`config.mk`:
```
export PLATFORM = sky130hd
export DESIGN_NAME = rx_addr_filter
export DESIGN_NICKNAME = d
export VERILOG_FILES = /design/src/rtl/rxf_pkg.sv /design/src/rtl/rxf_dest_class.sv /design/src/rtl/rxf_frame_check.sv /design/src/rtl/rxf_txgate.sv /design/src/rtl/rx_addr_filter.sv
export SDC_FILE = /design/constraint.sdc
export NUM_CORES = 1
export LEC_CHECK = 0
export ABC_AREA = 1
export CORE_ASPECT_RATIO = 0.6
export CORE_MARGIN = 4
export CORE_UTILIZATION = 26
export CTS_BUF_LIST = sky130_fd_sc_hd__clkbuf_8
export DETAILED_ROUTE_END_ITERATION = 8
export GPL_TIMING_DRIVEN = 0
export PLACE_DENSITY = 0.78
export SETUP_SLACK_MARGIN = 0.5
export SLEW_MARGIN = 20
export SYNTH_ARGS = -nofsm -noshare
export SYNTH_HDL_FRONTEND = slang
export SYNTH_SLANG_ARGS = --single-unit
```
`constraint.sdc`:
```
create_clock -name clk -period 1.3 [get_ports clk]
set_clock_uncertainty 0.05 [all_clocks]
set_input_delay 0.195 -clock clk [delete_from_list [all_inputs] [get_ports clk]]
set_output_delay 0.195 -clock clk [all_outputs]
set_load 0.05 [all_outputs]
```
`src/rtl/rxf_pkg.sv`:
```
// Shared types for the receive address filter.
// Assumes: one destination class per frame, decided combinationally.
package rxf_pkg;
    typedef enum logic [1:0] {
        DST_UNICAST   = 2'd0,
        DST_MULTICAST = 2'd1,
        DST_BROADCAST = 2'd2
    } dst_kind_e;
endpackage

```
`src/rtl/rxf_dest_class.sv`:
```
// Classifies a destination address and applies the address-based acceptance
// rules (station match, promiscuous, broadcast, multicast hash).
// Assumes: the first byte on the wire sits in the top byte of dest; the
// CRC of the destination is supplied, and its top bits form the hash bin.
module rxf_dest_class #(
    parameter int ADDR_W    = 48,
    parameter int CRC_W     = 32,
    parameter int HASH_BINS = 64,
    localparam int NBYTES   = ADDR_W / 8,
    localparam int IDX_W    = $clog2(HASH_BINS)
) (
    input  logic [ADDR_W-1:0]    dest,
    input  logic [CRC_W-1:0]     dest_crc,
    input  logic [ADDR_W-1:0]    station,
    input  logic [HASH_BINS-1:0] table_bits,
    input  logic                 promisc,
    input  logic                 bcast_en,
    input  logic                 mcast_en,
    output rxf_pkg::dst_kind_e   kind,
    output logic [IDX_W-1:0]     bin_idx,
    output logic                 addr_ok
);
    import rxf_pkg::*;

    localparam int GRP_BIT = ADDR_W - 8;

    logic [NBYTES-1:0] byte_eq;
    logic              station_hit;
    logic              hash_hit;

    // Per-byte comparison against the station address.
    genvar b;
    generate
        for (b = 0; b < NBYTES; b++) begin : g_byte_cmp
            assign byte_eq[b] = (dest[8*b +: 8] == station[8*b +: 8]);
        end
    endgenerate

    assign station_hit = &byte_eq;
    assign bin_idx     = dest_crc[CRC_W-1 -: IDX_W];
    assign hash_hit    = table_bits[bin_idx];

    // Destination class: broadcast is recognised ahead of the hash path.
    always_comb begin
        if (&dest)              kind = DST_BROADCAST;
        else if (dest[GRP_BIT]) kind = DST_MULTICAST;
        else                    kind = DST_UNICAST;
    end

    // Address-based acceptance for each class.
    always_comb begin
        unique case (kind)
            DST_BROADCAST: addr_ok = bcast_en;
            DST_MULTICAST: addr_ok = mcast_en & hash_hit;
            default:       addr_ok = promisc | station_hit;
        endcase
    end
endmodule

```
`src/rtl/rxf_frame_check.sv`:
```
// Applies the length and error qualifiers to a frame.
// Assumes: the length counts the whole frame in bytes; error flags are final.
module rxf_frame_check #(
    parameter int LEN_W   = 16,
    parameter int MIN_LEN = 64
) (
    input  logic [LEN_W-1:0] len,
    input  logic             crc_err,
    input  logic             align_err,
    input  logic             runt_en,
    input  logic             save_err,
    output logic             clean,
    output logic             qual_ok
);
    logic is_runt;

    // Short-frame and error screening.
    always_comb begin
        is_runt = (len < LEN_W'(MIN_LEN));
        clean   = ~(crc_err | align_err);
        qual_ok = (~is_runt | runt_en) & (clean | save_err);
    end
endmodule

```
`src/rtl/rxf_txgate.sv`:
```
// Holds the transmitter enable state driven remotely through two reserved
// multicast hash bins when auto-transmit-disable is on.
// Assumes: frm_valid is a single-cycle strobe; only clean frames count.
module rxf_txgate #(
    parameter int HASH_BINS = 64,
    localparam int IDX_W    = $clog2(HASH_BINS),
    localparam int BIN_OFF  = HASH_BINS - 2,
    localparam int BIN_ON   = HASH_BINS - 1
) (
    input  logic               clk,
    input  logic               rst_n,
    input  logic               frm_valid,
    input  logic               atd_en,
    input  rxf_pkg::dst_kind_e kind,
    input  logic               clean,
    input  logic [IDX_W-1:0]   bin_idx,
    output logic               dis_evt,
    output logic               ena_evt,
    output logic               tx_en
);
    import rxf_pkg::*;

    logic ctl_frame;

    assign ctl_frame = frm_valid & atd_en & clean & (kind == DST_MULTICAST);

    // Register the event pulses and the enable state together.
    always_ff @(posedge clk) begin
        if (!rst_n) begin
            dis_evt <= 1'b0;
            ena_evt <= 1'b0;
            tx_en   <= 1'b1;
        end else begin
            dis_evt <= ctl_frame & (bin_idx == IDX_W'(BIN_OFF));
            ena_evt <= ctl_frame & (bin_idx == IDX_W'(BIN_ON));
            if (ctl_frame && bin_idx == IDX_W'(BIN_OFF))     tx_en <= 1'b0;
            else if (ctl_frame && bin_idx == IDX_W'(BIN_ON)) tx_en <= 1'b1;
        end
    end

    AST_EVT_EXCLUSIVE: assert property (@(posedge clk) disable iff (!rst_n)
        !(dis_evt && ena_evt));
    AST_DIS_CLEARS: assert property (@(posedge clk) disable iff (!rst_n)
        dis_evt |-> !tx_en);
    AST_ENA_SETS: assert property (@(posedge clk) disable iff (!rst_n)
        ena_evt |-> tx_en);
    AST_EVT_NEEDS_ATD: assert property (@(posedge clk) disable iff (!rst_n)
        (dis_evt || ena_evt) |-> $past(atd_en) && $past(frm_valid));
    AST_TXEN_HOLDS: assert property (@(posedge clk) disable iff (!rst_n)
        (!dis_evt && !ena_evt) |-> tx_en == $past(tx_en));
endmodule

```
`src/rtl/rx_addr_filter.sv`:
```
// Receive address filter top: combines the address decision and the frame
// qualifiers into one registered accept/reject outcome per frame, with the
// group status flag and the remote transmitter control.
// Assumes: frame fields are valid only in the cycle frm_valid is high and
// configuration inputs are held steady by the surrounding logic.
module rx_addr_filter #(
    parameter int ADDR_W    = 48,
    parameter int CRC_W     = 32,
    parameter int HASH_BINS = 64,
    parameter int LEN_W     = 16,
    parameter int MIN_LEN   = 64
) (
    input  logic                 clk,
    input  logic                 rst_n,
    input  logic                 cfg_promisc,
    input  logic                 cfg_bcast_en,
    input  logic                 cfg_mcast_en,
    input  logic                 cfg_runt_en,
    input  logic                 cfg_save_err,
    input  logic                 cfg_atd_en,
    input  logic [ADDR_W-1:0]    station_addr,
    input  logic [HASH_BINS-1:0] hash_table,
    input  logic                 frm_valid,
    input  logic [ADDR_W-1:0]    frm_dest,
    input  logic [CRC_W-1:0]     frm_dest_crc,
    input  logic [LEN_W-1:0]     frm_len,
    input  logic                 frm_crc_err,
    input  logic                 frm_align_err,
    output logic                 dec_valid,
    output logic                 dec_accept,
    output logic                 dec_reject,
    output logic                 dec_group,
    output logic                 tx_disable_evt,
    output logic                 tx_enable_evt,
    output logic                 tx_enabled
);
    import rxf_pkg::*;

    localparam int IDX_W   = $clog2(HASH_BINS);
    localparam int GRP_BIT = ADDR_W - 8;

    dst_kind_e        kind;
    logic [IDX_W-1:0] bin_idx;
    logic             addr_ok;
    logic             qual_ok;
    logic             clean;
    logic             keep;

    rxf_dest_class #(
        .ADDR_W    (ADDR_W),
        .CRC_W     (CRC_W),
        .HASH_BINS (HASH_BINS)
    ) u_dest_class (
        .dest       (frm_dest),
        .dest_crc   (frm_dest_crc),
        .station    (station_addr),
        .table_bits (hash_table),
        .promisc    (cfg_promisc),
        .bcast_en   (cfg_bcast_en),
        .mcast_en   (cfg_mcast_en),
        .kind       (kind),
        .bin_idx    (bin_idx),
        .addr_ok    (addr_ok)
    );

    rxf_frame_check #(
        .LEN_W   (LEN_W),
        .MIN_LEN (MIN_LEN)
    ) u_frame_check (
        .len       (frm_len),
        .crc_err   (frm_crc_err),
        .align_err (frm_align_err),
        .runt_en   (cfg_runt_en),
        .save_err  (cfg_save_err),
        .clean     (clean),
        .qual_ok   (qual_ok)
    );

    rxf_txgate #(
        .HASH_BINS (HASH_BINS)
    ) u_txgate (
        .clk       (clk),
        .rst_n     (rst_n),
        .frm_valid (frm_valid),
        .atd_en    (cfg_atd_en),
        .kind      (kind),
        .clean     (clean),
        .bin_idx   (bin_idx),
        .dis_evt   (tx_disable_evt),
        .ena_evt   (tx_enable_evt),
        .tx_en     (tx_enabled)
    );

    assign keep = addr_ok & qual_ok;

    // Register the per-frame outcome and the status group flag.
    always_ff @(posedge clk) begin
        if (!rst_n) begin
            dec_valid  <= 1'b0;
            dec_accept <= 1'b0;
            dec_reject <= 1'b0;
            dec_group  <= 1'b0;
        end else begin
            dec_valid  <= frm_valid;
            dec_accept <= frm_valid & keep;
            dec_reject <= frm_valid & ~keep;
            dec_group  <= frm_valid & (kind != DST_UNICAST);
        end
    end

    AST_ONE_OUTCOME: assert property (@(posedge clk) disable iff (!rst_n)
        dec_valid |-> (dec_accept != dec_reject));
    AST_IDLE_QUIET: assert property (@(posedge clk) disable iff (!rst_n)
        !dec_valid |-> !dec_accept && !dec_reject && !dec_group);
    AST_FRAME_ANSWERED: assert property (@(posedge clk) disable iff (!rst_n)
        frm_valid |=> dec_valid);
    AST_UNICAST_RULE: assert property (@(posedge clk) disable iff (!rst_n)
        (dec_accept && !dec_group) |->
            ($past(cfg_promisc) || $past(frm_dest) == $past(station_addr)));
    AST_RUNT_RULE: assert property (@(posedge clk) disable iff (!rst_n)
        dec_accept |-> ($past(frm_len) >= LEN_W'(MIN_LEN) || $past(cfg_runt_en)));
    AST_ERROR_RULE: assert property (@(posedge clk) disable iff (!rst_n)
        dec_accept |-> (!($past(frm_crc_err) || $past(frm_align_err)) || $past(cfg_save_err)));
    AST_GROUP_FLAG: assert property (@(posedge clk) disable iff (!rst_n)
        dec_valid |-> dec_group == $past(frm_dest[GRP_BIT]));
endmodule

```
==> flow_summary_export.csv <==
group,metric,value,unit
run_status,outcome,"complete, but fails checks",
run_status,failed_checks,"setup timing",
hold_path,hold_path.startpoint,"frm_dest[40]",
worst_setup_path,setup.worst_path.class,"in2reg",
sta,max_freq,750,MHz
yosys,synth_top_area_frac,0.324,
final_layout,final_common_cell,"nand2_1",
global_route,gr-usage-all-layers,0.210,
routing,wl_per_cell,14.4,um
worst_setup_path,required,1.35,ns
routing,first_pass_iters,5,
global_route,first_global_vias,3240,
power_and_ir_drop,leakage,0.00239,uW
placement,gp_congestion,1.01,
routing,routed_wl,10500,um
floorplanning,die_w,122,um
power_and_ir_drop,p_int,1040,uW
yosys,yosysWarningCount,0,
global_route,grt_max_degree,11,
placement,io_buffers,190,
routing,drt_iter0_markers,114,
worst_setup_path,crit_arrival,1.38,ns
worst_setup_path,rrSetupSlack,0.64,ns
clocking,cts_buffers,3,
power_and_ir_drop,combPwrFrac,0.680,
clocking,h-tree-depth,1,
final_layout,regArea,148,um2
hold_path,hp-class,"in2reg",
yosys,syn_inst,423,
placement,dpl_cell_area,4120,um2
floorplanning,core,7420,um2
floorplanning,die_area,9320,um2
global_route,overflow,0,
sta,fin_crit_sh,1.03,
clocking,root_buffer,"clkbuf_8",
floorplanning,rows,24,
yosys,synth_seq_cells,7,
sta,period_minus_slack,1.33,ns
clocking,cts.sinks,7,
final_layout,fin_nets,842,
power_and_ir_drop,p_seq_frac,0.139,
sta,finalMaxSlewViolations,0,
final_layout,layout_common_cells,"nand2_1 (160), inv_1 (93), dlygate4sd2_1 (85)",
clocking,ctsLongestPathBuffers,2,
floorplanning,start_util,0.273,
worst_setup_path,timing.rr.end,"u_txgate.tx_en$_SDFFE_PN1P_",
yosys,ys_top_cells_by_area,"nand2_1 (32%), inv_1 (18%), nand3_1 (11%)",
final_layout,n_antenna_cell,0,
worst_setup_path,end_kind,"flop",
floorplanning,io_pins,226,
sta,hold_violations,0,
worst_setup_path,start_kind,"input port",
final_layout,drive_above_1_share,0.219,
power_and_ir_drop,vdd_drop_max,0.000259,V
sta,rsz0062_at_grt,"true",
hold_path,worstHoldPathCells,3,
sta,maxSlewHeadroom,0.777,
placement,post-dp-hpwl,8920,um
clocking,clk_latency,0.23,ns
global_route,grt_pass1_wl,15700,um
worst_setup_path,worst_r2r_path_depth,2,
final_layout,fin_area,4290,um2
routing,ant_nets,0,
clocking,cts_tree,"built",
placement,place_ws,-0.616,ns
worst_setup_path,r2r-start,"u_txgate.tx_en$_SDFFE_PN1P_",
worst_setup_path,cp_max_fo,2,
clocking,postCtsHoldBufs,0,
routing,num_vias,3259,
yosys,synth_seq_area_share,0.0691,
clocking,path_clk_slew,0.04,ns
sta,setup_viol,2,
yosys,synth_area,2030,um2
job,max_cap_violations,0,
power_and_ir_drop,netSwitchingPower,601,uW
yosys,yosysTopAreaCell,"nand2_1",
hold_path,holdPathEnd,"dec_group$_SDFF_PN0_",
power_and_ir_drop,p_per_area,382,nW/um2
floorplanning,die_h,76.4,um
yosys,synth_nets,642,
routing,drc,0,
final_layout,area_delta_synth_final,112,%
yosys,avgSynthCellArea,4.79,um2
sta,tightest_slew,0.331,ns
sta,fin_ws,-0.0328,ns
power_and_ir_drop,p_clk_frac,0.181,
global_route,antenna_found_initial,0,
final_layout,multiInputGateArea,1700,um2
power_and_ir_drop,switching_share,0.367,
final_layout,fillerInstances,746,
yosys,ys_types,22,
routing,vias_per_cell,4.49,
synth_stat cells (all sizes together):
cell / instances
buf: 8
xnor2: 24
nand3b: 3
a21oi: 4
nor3b: 3
dfxtp: 7
nand4: 20
nor4: 2
o21ai: 2
nand3: 44
nor3: 1
nor2: 32
inv: 97
a31oi: 1
nand2: 175
power groups by stage:
stage	clock network [uW]	logic, uW	registers, uW
2_1_floorplan	0	407	248
3_3_place_gp	0	1110	229
3_5_place_dp	0	1140	229
4_1_cts	302	1060	228
5_1_grt	324	1210	228
6_report	297	1110	228
cell type report:
cell class                 instances  area share
buffer                             8      0.0262
sequential                         7      0.0344
clock inverter                     1    0.000875
inverter                          97      0.0913
multi-input combinational        311       0.395
tap                              104      0.0303
timing repair buffer             195       0.412
clock buffer                       3     0.00962
timing repair:
item,in CTS,in global routing
resized for setup,407,45
endpoints found under the setup margin,13,13
pin swaps,148,46
setup buffers,3,0
cloned,2,0
worst max-delay path by stage:
stage                                start               endpoint  slack, ns  cells past startpoint
after global routing      frm_dest_crc[26]  dec_accept$_SDFF_PN0_      -0.13                     13
after global placement        frm_dest[40]  dec_accept$_SDFF_PN0_      -0.58                     11
after detailed placement      frm_dest[40]  dec_accept$_SDFF_PN0_      -0.62                     11
after CTS                 frm_dest_crc[27]  dec_accept$_SDFF_PN0_     -0.008                     14
final                        hash_table[2]  dec_reject$_SDFF_PN0_      -0.03                     10
after floorplan           frm_dest_crc[27]  dec_accept$_SDFF_PN0_       0.01                     14
through the flow:
| stage | power [uW] | TNS [ns] | utilization | instances | hold WS [ns] |
|---|---|---|---|---|---|
| 6_report | 1640 | -0.0559 | 0.579 | 726 | 0.195 |
| 5_1_grt | 1760 | -0.229 | 0.579 | 726 | 0.222 |
| 4_1_cts | 1590 | -0.00761 | 0.559 | 726 | 0.204 |
| 3_5_place_dp | 1370 | -3.16 | 0.556 | 717 | 0.453 |
| 3_3_place_gp | 1340 | -2.91 | 0.556 | 717 | 0.442 |
| 2_1_floorplan | 656 | 0 | - | 423 | 0.272 |
kinds of logic after synthesis:
kind of cell	Yosys count	share of synthesized area
flops	7	0.0691
buf+inv	105	0.215
compound gates	7	0.0179
xor+xnor	24	0.104
simple gates	280	0.594
layer usage:
layer	global-route usage	part of all wire	routed length (um)
met1	0.261	0.42	4430
met2	0.377	0.51	5390
met3	0.0215	0.039	411
met4	0.0638	0.024	253
met5	0	0	0
registers in the layout (all words and copies together) (netlist names):
signal,count
dec_accept,1
u_txgate.tx_en,1
dec_reject,1
dec_group,1
u_txgate.dis_evt,1
u_txgate.ena_evt,1
dec_valid,1
worst max-delay path, stage by stage:
cell and delay, ns:
clkdlybuf4s50_1 0.49, nand2_2 0.05, nand4_1 0.08, nand3_2 0.11
nand3_2 0.08, nand3_2 0.08, nand2_2 0.08, nand2_2 0.06
nand2_2 0.08, a21oi_1 0.06
(Power assumes the default switching activity.)
